**src/rtl/twp_pkg.sv**
```systemverilog
package twp_pkg;
  typedef enum logic {
    ST_IDLE = 1'b0,
    ST_RUN  = 1'b1
  } twp_state_e;
endpackage

```
**src/rtl/twp_scan.sv**
```systemverilog
// Finds the lowest set mask bit at or above a starting position in one
// combinational pass (priority encoder over the masked vector).
module twp_scan #(
  parameter int N  = 16,
  parameter int IW = 5
) (
  input  logic [N-1:0]  mask,
  input  logic [IW-1:0] from,
  output logic          hit,
  output logic [IW-1:0] pos
);
  localparam logic [IW-1:0] NONE = IW'(N);

  always_comb begin
    hit = 1'b0;
    pos = NONE;
    for (int k = N - 1; k >= 0; k--) begin
      if (mask[k] && (IW'(k) >= from)) begin
        hit = 1'b1;
        pos = IW'(k);
      end
    end
  end


  always_comb begin
    if (hit) begin
      scan_hit_set_chk: assert (mask[pos[$clog2(N)-1:0]] && pos >= from && pos < NONE);
    end
  end
endmodule

```
**src/rtl/twp_side.sv**
```systemverilog
// One side (source or destination): captured configuration, its index
// and the next candidate element found by the scan.
module twp_side #(
  parameter int N  = 16,
  parameter int IW = 5,
  parameter int RW = 7
) (
  input  logic          clk,
  input  logic          rst_n,
  input  logic          load,
  input  logic          adv,
  input  logic [IW-1:0] vl_q,
  input  logic [N-1:0]  cfg_mask,
  input  logic          cfg_en,
  input  logic [RW-1:0] cfg_base,
  input  logic          cfg_vec,
  output logic          ok,
  output logic [RW-1:0] reg_no,
  output logic          vec_q
);
  logic [IW-1:0] idx;
  logic [N-1:0]  mask_q;
  logic [RW-1:0] base_q;
  logic          hit;
  logic [IW-1:0] pos;
  logic [IW-1:0] cand;

  function automatic logic [RW-1:0] reg_of(input logic [RW-1:0] b,
                                           input logic [IW-1:0] k);
    return b + RW'(k);
  endfunction

  function automatic logic [N-1:0] eff_mask(input logic [N-1:0] m,
                                            input logic en);
    return en ? m : {N{1'b1}};
  endfunction

  twp_scan #(.N(N), .IW(IW)) u_scan (
    .mask(mask_q),
    .from(idx),
    .hit (hit),
    .pos (pos)
  );

  always_comb begin
    cand   = vec_q ? pos : '0;
    ok     = vec_q ? (hit && (pos < vl_q)) : (vl_q != '0);
    reg_no = reg_of(base_q, cand);
  end

  always_ff @(posedge clk or negedge rst_n) begin
    if (!rst_n) begin
      idx    <= '0;
      mask_q <= '0;
      base_q <= '0;
      vec_q  <= 1'b0;
    end else if (load) begin
      idx    <= '0;
      mask_q <= eff_mask(cfg_mask, cfg_en);
      base_q <= cfg_base;
      vec_q  <= cfg_vec;
    end else if (adv && vec_q) begin
      idx <= pos + 1'b1;
    end
  end


  side_adv_ok_chk: assert property (@(posedge clk) disable iff (!rst_n)
    adv |-> ok);

  side_scalar_idx_chk: assert property (@(posedge clk) disable iff (!rst_n)
    !vec_q |-> (idx == '0));
endmodule

```
**src/rtl/twp_ctrl.sv**
```systemverilog
// Loop controller: idle/run state, captured length, step decision,
// transfer count and the registered valid/done strobes.
module twp_ctrl
  import twp_pkg::*;
#(
  parameter int IW = 5
) (
  input  logic          clk,
  input  logic          rst_n,
  input  logic          start,
  input  logic [IW-1:0] vl,
  input  logic          src_ok,
  input  logic          dst_ok,
  input  logic          dst_vec_q,
  output logic          load,
  output logic          adv,
  output logic          busy,
  output logic [IW-1:0] vl_q,
  output logic          valid_q,
  output logic          done_q,
  output logic [IW-1:0] count_q
);
  twp_state_e state;
  logic       step;
  logic       finish;

  always_comb begin
    busy   = (state == ST_RUN);
    load   = start && (state == ST_IDLE);
    step   = (state == ST_RUN);
    adv    = step && src_ok && dst_ok;
    finish = step && (!adv || !dst_vec_q);
  end

  always_ff @(posedge clk or negedge rst_n) begin
    if (!rst_n) begin
      state   <= ST_IDLE;
      vl_q    <= '0;
      count_q <= '0;
      valid_q <= 1'b0;
      done_q  <= 1'b0;
    end else begin
      valid_q <= adv;
      done_q  <= finish;
      if (load) begin
        state   <= ST_RUN;
        vl_q    <= vl;
        count_q <= '0;
      end else begin
        if (finish) state <= ST_IDLE;
        if (adv) count_q <= count_q + 1'b1;
      end
    end
  end


  busy_start_chk: assert property (@(posedge clk) disable iff (!rst_n)
    (start && !busy) |=> busy);

  busy_hold_chk: assert property (@(posedge clk) disable iff (!rst_n)
    (busy && !finish) |=> (busy && $stable(vl_q)));
endmodule

```
**src/rtl/twin_pred_mover.sv**
```systemverilog
module twin_pred_mover #(
  parameter int MAXVL = 16,
  parameter int RW    = 7,
  localparam int IW   = $clog2(MAXVL + 1)
) (
  input  logic             clk,
  input  logic             rst_n,
  input  logic             start,
  input  logic [IW-1:0]    vl,
  input  logic [MAXVL-1:0] src_mask,
  input  logic             src_pred_en,
  input  logic [RW-1:0]    src_base,
  input  logic             src_vec,
  input  logic [MAXVL-1:0] dst_mask,
  input  logic             dst_pred_en,
  input  logic [RW-1:0]    dst_base,
  input  logic             dst_vec,
  output logic             busy,
  output logic             pair_valid,
  output logic [RW-1:0]    pair_src,
  output logic [RW-1:0]    pair_dst,
  output logic             done,
  output logic [IW-1:0]    xfer_count
);
  logic          load;
  logic          adv;
  logic [IW-1:0] vl_q;
  logic          src_ok;
  logic          dst_ok;
  logic [RW-1:0] src_reg;
  logic [RW-1:0] dst_reg;
  logic          src_vec_q;
  logic          dst_vec_q;
  logic [RW-1:0] src_out_q;
  logic [RW-1:0] dst_out_q;

  twp_ctrl #(.IW(IW)) u_ctrl (
    .clk      (clk),
    .rst_n    (rst_n),
    .start    (start),
    .vl       (vl),
    .src_ok   (src_ok),
    .dst_ok   (dst_ok),
    .dst_vec_q(dst_vec_q),
    .load     (load),
    .adv      (adv),
    .busy     (busy),
    .vl_q     (vl_q),
    .valid_q  (pair_valid),
    .done_q   (done),
    .count_q  (xfer_count)
  );

  twp_side #(.N(MAXVL), .IW(IW), .RW(RW)) u_src (
    .clk     (clk),
    .rst_n   (rst_n),
    .load    (load),
    .adv     (adv),
    .vl_q    (vl_q),
    .cfg_mask(src_mask),
    .cfg_en  (src_pred_en),
    .cfg_base(src_base),
    .cfg_vec (src_vec),
    .ok      (src_ok),
    .reg_no  (src_reg),
    .vec_q   (src_vec_q)
  );

  twp_side #(.N(MAXVL), .IW(IW), .RW(RW)) u_dst (
    .clk     (clk),
    .rst_n   (rst_n),
    .load    (load),
    .adv     (adv),
    .vl_q    (vl_q),
    .cfg_mask(dst_mask),
    .cfg_en  (dst_pred_en),
    .cfg_base(dst_base),
    .cfg_vec (dst_vec),
    .ok      (dst_ok),
    .reg_no  (dst_reg),
    .vec_q   (dst_vec_q)
  );

  always_ff @(posedge clk or negedge rst_n) begin
    if (!rst_n) begin
      src_out_q <= '0;
      dst_out_q <= '0;
    end else if (adv) begin
      src_out_q <= src_reg;
      dst_out_q <= dst_reg;
    end
  end

  assign pair_src = src_out_q;
  assign pair_dst = dst_out_q;


  scalar_dst_single_chk: assert property (@(posedge clk) disable iff (!rst_n)
    (pair_valid && !dst_vec_q) |-> done);

  count_step_chk: assert property (@(posedge clk) disable iff (!rst_n)
    pair_valid |-> (xfer_count == IW'($past(xfer_count) + 1'b1)));

  done_pulse_chk: assert property (@(posedge clk) disable iff (!rst_n)
    done |=> !done);

  pair_run_chk: assert property (@(posedge clk) disable iff (!rst_n)
    pair_valid |-> $past(busy));

  scalar_src_base_chk: assert property (@(posedge clk) disable iff (!rst_n)
    (pair_valid && !src_vec_q) |-> (pair_src == $past(pair_src) || $past(!pair_valid)));
endmodule

```
**config.mk**
```make
export PLATFORM = sky130hd
export DESIGN_NAME = twin_pred_mover
export DESIGN_NICKNAME = d
export VERILOG_FILES = /design/src/rtl/twp_pkg.sv /design/src/rtl/twp_scan.sv /design/src/rtl/twp_side.sv /design/src/rtl/twp_ctrl.sv /design/src/rtl/twin_pred_mover.sv
export SDC_FILE = /design/constraint.sdc
export NUM_CORES = 1
export LEC_CHECK = 0
export CAP_MARGIN = 20
export CORE_ASPECT_RATIO = 0.5
export CORE_MARGIN = 3
export CORE_UTILIZATION = 60
export CTS_BUF_LIST = sky130_fd_sc_hd__clkbuf_4 sky130_fd_sc_hd__clkbuf_8 sky130_fd_sc_hd__clkbuf_16
export CTS_CLUSTER_SIZE = 12
export DETAILED_ROUTE_END_ITERATION = 8
export DONT_BUFFER_PORTS = 1
export GPL_ROUTABILITY_DRIVEN = 0
export PLACE_DENSITY = 0.76
export RECOVER_POWER = 25
export SYNTH_ARGS = -nofsm -noshare
export SYNTH_HDL_FRONTEND = slang
export SYNTH_SLANG_ARGS = --single-unit
```
**constraint.sdc**
```tcl
create_clock -name clk -period 4.5 [get_ports clk]
set_input_delay 0.9 -clock clk [delete_from_list [all_inputs] [get_ports clk]]
set_output_delay 0.9 -clock clk [all_outputs]
set_load 0.03 [all_outputs]
```
==> summary.md, run 1 <==
| Metric | Value |
|---|---|
| Run status | `complete, no violations` |
| # resized after CTS | `0` |
| WP data required | `4740 ps` |
| Synth Instances | `580` |
| Initial DRT Pass Iterations | `6` |
| Die width | `about 140 um` |
| Via count | `~4,000` |
| Starting Density | `between 60% and 70%` |
| Detail Placement HPWL | `between 8000 and 9000 um` |
| # H-tree levels | `3` |
| Leakage power | `roughly 2.6 nW` |
| Die area | `0.009742 mm2` |
| Main area contributors after synthesis | `dfrtp_1 (42%), nand2_1 (5.7%), ha_1 (5.1%)` |
| Tot Pwr | `0.003943 W` |
| Ys flop type | `dfrtp_1` |
| Synth area leader | `dfrtp_1` |
| Vias/cell | `6.015` |
| Crit. End Element | `flop` |
| MaxCap Viol Count | `0` |
| Post-route antenna net violation count | `0` |
| Synth warnings | `0` |
| EDFF count, synth | `0` |
| Vias in the first global route | `3,887` |
| Root Buffer | `clkbuf_16` |
| Relative slew slack | `between 50% and 60%` |
| Peak VDD IR | `0.3286 mV` |
| Die Span Y | `between 70 and 80 um` |
| Min Tclk post-route | `4031 ps` |
| Power density cells | `721.0 mW/mm2` |
| Floorplan row count | `23` |
| CP arrival | `between 4000 and 5000 ps` |
| Register area share after synthesis | `roughly two fifths` |
| Total grt overflow | `0` |
| Area growth from synthesis to layout | `6.844%` |
| IO Pins | `80` |
| CTS Buf Count | `9` |
| Dpl cell area | `0.005162 mm2` |
| Final setup vio count | `0` |
| Async set-reset flop share out of synthesis | `100.0%` |
| Count of inserted antenna diode cells | `0` |
| Post-CTS setup buffers | `0` |
| Insertion delay to the later sink of the worst-skew pair | `~340 ps` |
| CTS tree | `yes` |
| Ratio of cells with drive above 1 in the final layout | `6.818%` |
| Largest net degree at the start of global routing | `86` |
| Worst-path clk slew | `60 ps` |
| CP Launch Type | `flop` |
| WL/cell | `16.58 um` |
| Iter 0 DRT Violations | `349` |
| Crit Path Class | `reg2reg` |
| Fin. Hold Viols | `0` |
| Final Skew | `roughly 7.6 ps` |
| Initial antenna violation count | `0` |
| RSZ-0062 raised after global routing | `false` |
| Worst-Margin Slew | `between 700 and 800 ps` |
| FMAX | `248.1 MHz` |
| Total Wirelength | `11,340 um` |
| GR Util All Layers | `24.94%` |
| Count leader, synth | `dfrtp_1` |
| Cell area after layout | `between 0.005 and 0.006 mm2` |
| Hold Crit Class | `in2async` |
| Final setup TNS | `0 ps` |
| Max-slew violation count | `0` |
| Final period util | `about nine tenths` |
| Top cell type's share of synthesized area | `roughly two fifths` |
| Syn Nets | `between 600 and 700` |
| Longest Clk Path Bufs | `2` |
| Syn Std Cell Area | `just over 0.005 mm2` |
| CP max FO | `13` |
| Core footprint | `between 0.008 and 0.009 mm2` |
| Syn Area/Cell | `around 8.8 um2` |
| Synth unique cells | `70` |
| Clock sink total | `85` |
| Post-synth top cells | `dfrtp_1 (85), nand2_1 (78), inv_1 (53)` |
| First-pass GRT wire length | `around 19,000 um` |
| Nets | `648` |
| Count of input and output buffers | `0` |
| Post-synthesis register bit count | `85` |
| # hold bufs at CTS | `0` |
| Post-route DRC | `0` |
[state kept, by name (all words and copies together) (netlist names), 5 cells and up]
| signal | cells |
|---|---|
| u_dst.base_q | 7 |
| u_src.idx | 5 |
| u_dst.mask_q | 16 |
| u_ctrl.count_q | 5 |
| pair_dst | 7 |
| u_ctrl.vl_q | 5 |
| pair_src | 7 |
| u_src.base_q | 7 |
| u_dst.idx | 5 |
| u_src.mask_q | 16 |
[routing by layer]
layer / vias to the layer above / GRT usage (%) / part of all wire [%]
met5: - / 0 / 0
met4: 0 / 6.257 / 1.6
met3: 20 / 7.153 / 5.1
met2: 112 / 36.64 / 44
met1: 1965 / 36.65 / 49
li1: 2017 / - / -
[power breakdown]
group | switching [W] | internal, W | leakage (nW)
Clock | 0.000301 | 0.000444 | 0.152
Sequential | 0.000485 | 0.00108 | 0.991
Combinational | 0.000936 | 0.000695 | 1.44
[logic make-up after synthesis]
| kind of cell | share of synthesized area, % |
|---|---|
| xor gates and xnor gates | 2.224 |
| buffers and inverters | 6.209 |
| adders and majority gates | 5.915 |
| muxes | 3.789 |
| and+or+nand+nor | 21.24 |
| DFF | 41.55 |
| AOI/OAI and AO/OA | 19.07 |
[path summary, 6_finish.rpt]
| path | start | endpoint | slack (ps) | cells past startpoint |
|---|---|---|---|---|
| worst max-delay path | u_dst.idx[3]$_DFFE_PN0P_ | u_dst.idx[2]$_DFFE_PN0P_ | 470 | 14 |
| worst min-delay path | rst_n | u_src.mask_q[10]$_DFFE_PN0P_ | 250 | 0 |
| worst max register to register | u_dst.idx[3]$_DFFE_PN0P_ | u_dst.idx[2]$_DFFE_PN0P_ | 470 | 14 |
| worst min register to register | u_src.base_q[3]$_DFFE_PN0P_ | u_src.base_q[3]$_DFFE_PN0P_ | 490 | 2 |
| max in group asynchronous | rst_n | pair_dst[6]$_DFFE_PN0N_ | 4150 | 0 |
| min in group clk | u_src.base_q[3]$_DFFE_PN0P_ | u_src.base_q[3]$_DFFE_PN0P_ | 490 | 2 |
[worst max-delay path, stage by stage, from the launching register on]
cell and delay, ps:
dfrtp_1 500, nor2_1 360, o21a_1 230, nand3b_1 280, a21oi_1 130, nor2_1 230
ha_1 300, a21oi_1 130, nor2_1 60, a211oi_1 240, nand3_1 130, nor3b_2 340
nor2_4 110, nor3_2 550, mux2i_1 340
[cell type report]
class | instances | area [um2]
clock buffer | 10 | 239.0
clock inverter | 6 | 62.56
fill | 662 | 2675
inverter | 53 | 198.9
multi-input combinational | 416 | 2686
sequential | 85 | 2127
tap | 112 | 140.1
timing repair buffer | 2 | 15.01
[layout by cell type (no fill, tap or decap), types with 4 or more instances in the layout]
cell and instances:
nor3_1 8, ha_1 21, mux2_1 6, a31oi_1 32, nand2b_1 9, nand2_1 78, nor2b_1 14, o2111ai_1 4
o31ai_1 7, nor2_1 43, o211ai_1 7, a21o_1 10, mux2i_1 7, nor3b_1 7, a21oi_1 26, xor2_1 4
nand3_1 21, and2_1 7, dfrtp_1 85, o21ai_0 20, xnor2_1 9, nand4_1 4, inv_1 53, mux2_2 5
o21a_1 4, clkbuf_16 9, a211oi_1 5
[per-stage QoR]
step	hold slack, ps	util [%]	instances	setup WS, ps
3_5_place_dp	469.5	63.39	668	399.9
6_report	245.8	67.15	684	468.8
5_1_grt	225.6	67.15	684	92.32
3_3_place_gp	467.5	63.39	668	577.7
2_1_floorplan	452.3	-	580	1063
4_1_cts	236.0	67.09	684	352.6
(Power assumes the default switching activity.)
==> run 2: changes to the inputs <==
--- a/config.mk
+++ b/config.mk
@@ -5,16 +5,17 @@
 export SDC_FILE = /design/constraint.sdc
 export NUM_CORES = 1
 export LEC_CHECK = 0
+export BUFFER_PORTS_ARGS = -buffer_cell sky130_fd_sc_hd__buf_2
 export CAP_MARGIN = 20
 export CORE_ASPECT_RATIO = 0.5
 export CORE_MARGIN = 3
-export CORE_UTILIZATION = 60
+export CORE_UTILIZATION = 57
 export CTS_BUF_LIST = sky130_fd_sc_hd__clkbuf_4 sky130_fd_sc_hd__clkbuf_8 sky130_fd_sc_hd__clkbuf_16
 export CTS_CLUSTER_SIZE = 12
 export DETAILED_ROUTE_END_ITERATION = 8
-export DONT_BUFFER_PORTS = 1
 export GPL_ROUTABILITY_DRIVEN = 0
-export PLACE_DENSITY = 0.76
+export GPL_TIMING_DRIVEN = 0
+export PLACE_DENSITY = 0.8
 export RECOVER_POWER = 25
 export SYNTH_ARGS = -nofsm -noshare
 export SYNTH_HDL_FRONTEND = slang
==> run 2 against run 1 <==
The run now ends with capacitance limit, slew limit left; non-clock buffer count grew 104; cell count grew 15%; clock skew is 2.3 ps lower; global-route usage grew 0.49 points; critical endpoint is now pair_dst[4]$_DFFE_PN0N_; largest cell class unchanged; largest power group unchanged.
==> summary.md, run 2 (synthesis gave the netlist of run 1 again) <==
| Metric | Value |
|---|---|
| Run status | `finished, violations left (was complete, no violations)` |
| Failing checks | `capacitance limit, slew limit` |
| Clock sink total | `85 (unchanged)` |
| Crit. Startpoint | `u_dst.idx[4]$_DFFE_PN0P_ (was u_dst.idx[3]$_DFFE_PN0P_)` |
| CP dominant cell by count | `nor2_1 (unchanged)` |
| Final setup TNS | `0 ps (unchanged)` |
| WP data required | `4720 ps (was 4740 ps)` |
| Relative slew slack | `-0.9879% (was 52.62%)` |
| Max-slew violation count | `61 (was 0)` |
| Detail Placement HPWL | `9266 um (was 8070 um)` |
| Area growth from synthesis to layout | `16.43% (was 6.844%)` |
| Vias/cell | `5.783 (was 6.015)` |
| Worst-path clk slew | `60 ps (about the same)` |
| Die area | `0.01022 mm2 (was 0.009742 mm2)` |
| Root Buffer | `clkbuf_16 (unchanged)` |
| Iter 0 DRT Violations | `342 (was 349)` |
| Power density cells | `691.9 mW/mm2 (was 721.0 mW/mm2)` |
| Crit Path Class | `reg2reg (unchanged)` |
| Commonest non-fill, non-tap cells in the layout | `buf_2 (86), dfrtp_1 (85), nand2_1 (78), inv_1 (53), nor2_1 (43) (was dfrtp_1 (85), nand2_1 (78), inv_1 (53), nor2_1 (43), a31oi_1 (32))` |
| Longest Clk Path Bufs | `2 (unchanged)` |
| Slowest cell delay on critical path | `370 ps (was 550 ps)` |
| Worst r2r dst | `pair_dst[4]$_DFFE_PN0N_ (was u_dst.idx[2]$_DFFE_PN0P_)` |
| Initial DRT Pass Iterations | `5 (was 6)` |
| Insertion delay to the later sink of the worst-skew pair | `340 ps (about the same)` |
| Fin. Hold Viols | `0 (unchanged)` |
| Total Wirelength | `12,560 um (was 11,340 um)` |
| Reg2Reg Depth | `16 (was 14)` |
| Via count | `4,557 (was 4,114)` |
| CP arrival | `4350 ps (was 4270 ps)` |
| CTS tree | `yes (unchanged)` |
| # H-tree levels | `3 (unchanged)` |
| Worst path cell trace | `buf_2 > nor2_1 > o21a_1 > nand3b_1 > a21oi_1 > nor2_1 > ha_1 > a21oi_1 > nor2_1 > a211oi_1 > nand3_1 > nor3b_2 > nor2_4 > nor2_2 > buf_6 > mux2_1 (was nor2_1 > o21a_1 > nand3b_1 > a21oi_1 > nor2_1 > ha_1 > a21oi_1 > nor2_1 > a211oi_1 > nand3_1 > nor3b_2 > nor2_4 > nor3_2 > mux2i_1)` |
| Peak VDD IR | `0.2833 mV (was 0.3286 mV)` |
| Leakage power | `2.959 nW (was 2.582 nW)` |
| CP max FO | `10 (was 13)` |
| IO Pins | `80 (unchanged)` |
| Largest regs | `u_dst.mask_q: 16 flops, u_src.mask_q: 16 flops (unchanged)` |
| Core footprint | `0.008346 mm2 (was 0.008144 mm2)` |
| FMAX | `242.1 MHz (was 248.1 MHz)` |
| Final setup vio count | `0 (unchanged)` |
| Die width | `140.0 um (was 136.6 um)` |
| Commonest non-fill, non-tap cell in the layout | `buf_2 (was dfrtp_1)` |
| Reg2Reg Setup Slack | `370 ps (was 470 ps)` |
| Starting Density | `61.33% (was 62.85%)` |
| Floorplan row count | `23 (unchanged)` |
| WL/cell | `15.94 um (was 16.58 um)` |
| Initial antenna violation count | `0 (unchanged)` |
| Final period util | `91.78% (was 89.58%)` |
| Hold Path Stages | `1` |
| Min Tclk post-route | `4130 ps (was 4031 ps)` |
| CP Launch Type | `flop (unchanged)` |
| Smallest hold slack | `481.8 ps (was 245.8 ps)` |
| MaxCap Viol Count | `1 (was 0)` |
| Post-route antenna net violation count | `0 (unchanged)` |
| Count of input and output buffers | `79 (was 0)` |
| Vias in the first global route | `4,275 (was 3,887)` |
| Final Skew | `5.326 ps (was 7.641 ps)` |
| Die Span Y | `73.01 um (was 71.31 um)` |
| Worst-Margin Slew | `1515 ps (was 710.6 ps)` |
| First-pass GRT wire length | `20,720 um (was 19,390 um)` |
| # resized after CTS | `0 (unchanged)` |
| CTS Buf Count | `9 (unchanged)` |
| Nets | `752 (was 648)` |
| # hold bufs at CTS | `0 (unchanged)` |
| GR Util All Layers | `25.43% (was 24.94%)` |
| Count of inserted antenna diode cells | `0 (unchanged)` |
| Post-CTS setup buffers | `0 (unchanged)` |
| Ratio of cells with drive above 1 in the final layout | `18.49% (was 6.818%)` |
| Slowest-stage cell, CP | `nor2_1 (was nor3_2)` |
| Crit. End Element | `flop (unchanged)` |
| Total grt overflow | `0 (unchanged)` |
| Largest net degree at the start of global routing | `61 (was 86)` |
| Hold Crit Class | `reg2reg (was in2async)` |
| RSZ-0062 raised after global routing | `false (unchanged)` |
| Critical R2R Launch | `u_dst.idx[4]$_DFFE_PN0P_ (was u_dst.idx[3]$_DFFE_PN0P_)` |
| Post-route DRC | `0 (unchanged)` |
| Crit path to | `pair_dst[4]$_DFFE_PN0N_ (was u_dst.idx[2]$_DFFE_PN0P_)` |
run 2: worst min path at each step:
stage,slack [ps],to,from
after floorplan,450,u_dst.base_q[0]$_DFFE_PN0P_,u_dst.base_q[0]$_DFFE_PN0P_
after global placement,460,u_ctrl.count_q[4]$_DFFE_PN0P_,u_ctrl.count_q[4]$_DFFE_PN0P_
final,480,pair_dst[6]$_DFFE_PN0N_,pair_dst[6]$_DFFE_PN0N_
after CTS,480,u_src.mask_q[12]$_DFFE_PN0P_,rst_n
after detailed placement,470,u_src.base_q[0]$_DFFE_PN0P_,u_src.base_q[0]$_DFFE_PN0P_
after global routing,500,pair_dst[6]$_DFFE_PN0N_,pair_dst[6]$_DFFE_PN0N_
run 2: worst max-delay path, delay by kind of cell, from the launching register on:
kind	cells	cell delay [ps]
fa+ha+maj	1	290
flops	1	360
mux	1	340
buf+inv	2	390
compound gates	4	740
simple gates	8	1880
run 2: power by group:
group | leakage [nW] | internal (W) | total [W] | switching, W
clock network | 0.149 | 0.000456 | 0.000756 | 0.000301
logic | 1.82 | 0.000808 | 0.00204 | 0.00123
registers | 0.991 | 0.00109 | 0.00133 | 0.000244
total | 2.96 | 0.00235 | 0.00412 | 0.00177
run 2: layout make-up:
type                            instances  area (um2)
Sequential cell                        85        2127
Timing Repair Buffer                   80       399.1
Clock buffer                           12       254.0
Multi-Input combinational cell        416        2674
Clock inverter                          4       47.55
Fill cell                             670        2386
Inverter                               53       198.9
Tap cell                              112       140.1
Buffer                                 26       118.9
run 2: stage by stage:
stage          total power, W  std cells  utilization, %  cell area, um2  setup slack (ps)
4_1_cts              0.004128        788           71.72            5986             413.6
2_1_floorplan        0.002819        580               -            5119              1063
6_report             0.004123        788           71.41            5959             370.0
3_5_place_dp         0.003361        772           68.11            5684             447.2
5_1_grt              0.004438        788           71.41            5959             125.9
3_3_place_gp         0.003284        771           67.75            5654             542.0
run 2: layer usage:
| metal | vias to the layer above | routed length, um | global-route usage, % |
|---|---|---|---|
| met1 | 2152 | 5866 | 35.27 |
| met5 | - | 0 | 0 |
| met3 | 24 | 798 | 5.955 |
| li1 | 2219 | - | - |
| met4 | 0 | 228 | 7.519 |
| met2 | 162 | 5670 | 40.45 |
==> run 3: changes to the inputs <==
--- a/config.mk
+++ b/config.mk
@@ -19,4 +19,5 @@
 export RECOVER_POWER = 25
 export SYNTH_ARGS = -nofsm -noshare
 export SYNTH_HDL_FRONTEND = slang
+export SYNTH_HIERARCHICAL = 1
 export SYNTH_SLANG_ARGS = --single-unit
==> run 3 against run 2 <==
The flow still finishes with violations (capacitance limit, slew limit); power up 6.2%; critical path type unchanged; sequential cell count unchanged; critical endpoint is now u_dst/idx[2]$_DFFE_PN0P_; final area decreased by 1.4%; clock power is 12% lower; wire length down 8.0%; fmax up 8.3%; clock skew is 1.0 ps higher; cell count shrank 8.0%; sequential share of layout area rose by 0.49 points; critical path depth decreased by 1.
==> summary.md, run 3 <==
| Metric | Value |
|---|---|
| Run status | `finished, violations left (unchanged)` |
| Failing checks | `capacitance limit, slew limit (unchanged)` |
| # hold bufs at CTS | `0 (unchanged)` |
| Tot Pwr | `0.004380 W (was 0.004123 W)` |
| Register area share after synthesis | `41.87% (was 41.55%)` |
| Critical R2R Launch | `u_src/idx[1]$_DFFE_PN0P_ (was u_dst.idx[4]$_DFFE_PN0P_)` |
| Highest Signal Layer | `met4 (unchanged)` |
| Syn Nets | `601 (was 661)` |
| Met1 WL | `5366 um (was 5866 um)` |
| Largest net degree at the start of global routing | `53 (was 61)` |
| Crit. End Element | `flop (unchanged)` |
| Commonest non-fill, non-tap cells in the layout | `buf_2 (90), dfrtp_1 (85), nand2_1 (55), inv_1 (32), o22a_1 (30) (was buf_2 (86), dfrtp_1 (85), nand2_1 (78), inv_1 (53), nor2_1 (43))` |
| Longest Clk Path Bufs | `2 (unchanged)` |
| Final setup vio count | `0 (unchanged)` |
| Via count | `4,224 (was 4,557)` |
| RSZ-0062 raised after global routing | `false (unchanged)` |
| Max-slew violation count | `35 (was 61)` |
| Iter 0 DRT Violations | `208 (was 342)` |
| Root Buffer | `clkbuf_16 (unchanged)` |
| Die Span Y | `72.76 um (was 73.01 um)` |
| Die width | `139.5 um (was 140.0 um)` |
| CP arrival | `4050 ps (was 4350 ps)` |
| Worst r2r dst | `u_dst/idx[2]$_DFFE_PN0P_ (was pair_dst[4]$_DFFE_PN0N_)` |
| Relative slew slack | `-19.68% (was -0.9879%)` |
| Crit. Startpoint | `u_src/idx[1]$_DFFE_PN0P_ (was u_dst.idx[4]$_DFFE_PN0P_)` |
| Initial DRT Pass Iterations | `4 (was 5)` |
| Async set-reset flop share out of synthesis | `100.0% (unchanged)` |
| Synth unique cells | `54 (was 70)` |
| Post-synthesis register bit count | `85 (unchanged)` |
| Total grt overflow | `0 (unchanged)` |
| WP data required | `4740 ps (was 4720 ps)` |
| Post-route antenna net violation count | `0 (unchanged)` |
| Reg2Reg Depth | `15 (was 16)` |
| Fin. Hold Viols | `0 (unchanged)` |
| CP Launch Type | `flop (unchanged)` |
| Fill cell count | `657 (was 670)` |
| WL/cell | `15.95 um (was 15.94 um)` |
| Main area contributors after synthesis | `dfrtp_1 (42%), mux2_2 (6.2%), ha_1 (5.2%) (was dfrtp_1 (42%), nand2_1 (5.7%), ha_1 (5.1%))` |
| Met2 Wirelength | `5438 um (was 5670 um)` |
| Initial antenna violation count | `0 (unchanged)` |
| # resized after CTS | `0 (unchanged)` |
| CTS tree | `yes (unchanged)` |
| Min Tclk post-route | `3814 ps (was 4130 ps)` |
| Final period util | `84.76% (was 91.78%)` |
| MaxCap Viol Count | `1 (unchanged)` |
| Count leader, synth | `dfrtp_1 (unchanged)` |
| Hold worst-path end | `u_ctrl/count_q[4]$_DFFE_PN0P_ (was pair_dst[6]$_DFFE_PN0N_)` |
| IO Pins | `80 (unchanged)` |
| Reg2Reg Setup Slack | `690 ps (was 370 ps)` |
| Top cell type's share of synthesized area | `41.87% (was 41.55%)` |
| Area growth from synthesis to layout | `15.71% (was 16.43%)` |
| Floorplan row count | `23 (unchanged)` |
| Hold_sp | `u_ctrl/count_q[4]$_DFFE_PN0P_ (was pair_dst[6]$_DFFE_PN0N_)` |
| Power density cells | `745.2 mW/mm2 (was 691.9 mW/mm2)` |
| Die area | `0.01015 mm2 (was 0.01022 mm2)` |
| First-pass GRT wire length | `19,580 um (was 20,720 um)` |
| Syn Area/Cell | `9.769 um2 (was 8.825 um2)` |
| FMAX | `262.2 MHz (was 242.1 MHz)` |
| Core footprint | `0.008317 mm2 (was 0.008346 mm2)` |
| Count of inserted antenna diode cells | `0 (unchanged)` |
| Met3 routed wirelength | `623 um (was 798 um)` |
| Post-route DRC | `0 (unchanged)` |
| CP max FO | `13 (was 10)` |
| Ratio of cells with drive above 1 in the final layout | `27.08% (was 18.49%)` |
| Post-CTS setup buffers | `0 (unchanged)` |
| EDFF count, synth | `0 (unchanged)` |
| Final Skew | `6.358 ps (was 5.326 ps)` |
| Worst-path clk slew | `60 ps (about the same)` |
| Synth warnings | `6 (was 0)` |
| Nets | `692 (was 752)` |
| Starting Density | `61.08% (was 61.33%)` |
| Hold Crit Class | `reg2reg (unchanged)` |
| GR Util All Layers | `23.96% (was 25.43%)` |
| Leakage power | `2.707 nW (was 2.959 nW)` |
| Worst-Margin Slew | `1795 ps (was 1515 ps)` |
| Synth Instances | `520 (was 580)` |
| Post-synth top cells | `dfrtp_1 (85), nand2_1 (55), inv_1 (32) (was dfrtp_1 (85), nand2_1 (78), inv_1 (53))` |
| Count of input and output buffers | `79 (unchanged)` |
| Crit Path Class | `reg2reg (unchanged)` |
| Vias in the first global route | `4,219 (was 4,275)` |
| Insertion delay to the later sink of the worst-skew pair | `340 ps (about the same)` |
| Total Wirelength | `11,560 um (was 12,560 um)` |
| Hold Path Stages | `1 (unchanged)` |
| Ys flop type | `dfrtp_1 (unchanged)` |
| Synth area leader | `dfrtp_1 (unchanged)` |
| Syn Std Cell Area | `0.005080 mm2 (was 0.005119 mm2)` |
| # H-tree levels | `3 (unchanged)` |
| Clock sink total | `85 (unchanged)` |
| Peak VDD IR | `0.2990 mV (was 0.2833 mV)` |
| Vias/cell | `5.826 (was 5.783)` |
| Commonest non-fill, non-tap cell in the layout | `buf_2 (unchanged)` |
| Largest regs | `u_dst/mask_q: 16 flops, u_src/mask_q: 16 flops (was u_dst.mask_q: 16 flops, u_src.mask_q: 16 flops)` |
| CTS Buf Count | `9 (unchanged)` |
| Final setup TNS | `0 ps (unchanged)` |
| Detail Placement HPWL | `8538 um (was 9266 um)` |
run 3: cell type report:
| class | count | area [um2] | share of cell area (%) |
|---|---|---|---|
| Multi-Input combinational cell | 375 | 2651 | 45.10 |
| Sequential cell | 85 | 2127 | 36.19 |
| Timing Repair Buffer | 80 | 399.1 | 6.790 |
| Clock buffer | 11 | 246.5 | 4.193 |
| Buffer | 25 | 167.7 | 2.852 |
| Tap cell | 112 | 140.1 | 2.384 |
| Inverter | 35 | 133.9 | 2.278 |
| Clock inverter | 2 | 12.51 | 0.2129 |
run 3: power breakdown:
part	internal (W)	switching, W
logic	0.00103	0.00134
clock network	0.000385	0.000283
registers	0.00109	0.000259
total	0.00250	0.00188
run 3: logic make-up (layout without fill, tap and decap cells):
family,after synthesis,after routing,synth area share [%]
AOI/OAI and AO/OA,135,135,20.00
xor gates and xnor gates,17,17,2.931
adders and majority gates,23,23,5.961
buffers and inverters,60,153,5.936
DFF,85,85,41.87
muxes,29,29,6.404
and+or+nand+nor,171,171,16.90
run 3: metal layers:
metal / GRT usage [%] / vias to the layer above
met5: 0 / -
li1: - / 2057
met3: 6.217 / 16
met1: 31.59 / 2043
met2: 39.52 / 108
met4: 7.592 / 0
run 3: how the worst max path moves through the flow:
| stage | depth (start not counted) | slack [ps] | end |
|---|---|---|---|
| 2_1_floorplan | 15 | 1400 | u_dst/idx[3]$_DFFE_PN0P_ |
| 3_3_place_gp | 15 | 900 | u_src/idx[3]$_DFFE_PN0P_ |
| 3_5_place_dp | 15 | 760 | u_src/idx[4]$_DFFE_PN0P_ |
| 4_1_cts | 15 | 720 | u_src/idx[4]$_DFFE_PN0P_ |
| 5_1_grt | 15 | 450 | u_src/idx[3]$_DFFE_PN0P_ |
| 6_report | 15 | 690 | u_dst/idx[2]$_DFFE_PN0P_ |
run 3: critical path, stage by stage (launching register included):
cell	delay [ps]
dfrtp_1	470
buf_4	220
nand3_1	120
a41oi_2	270
nand3_1	100
a31oi_1	520
ha_1	340
o2111ai_1	170
a21oi_1	60
a211oi_1	440
and3_1	250
buf_6	180
and2_1	140
clkbuf_2	180
nor2_1	60
a211oi_1	210
run 3: stage by stage:
stage	setup WS [ps]	std cells	cell area (um2)	hold slack (ps)	util [%]
floorplan	1400	520	5080	463.7	-
global placement	901.7	711	5615	468.8	67.52
detailed placement	761.9	712	5645	486.5	67.88
CTS	718.8	725	5904	493.8	70.99
global route	446.4	725	5878	519.3	70.68
finish	686.0	725	5878	488.5	70.68
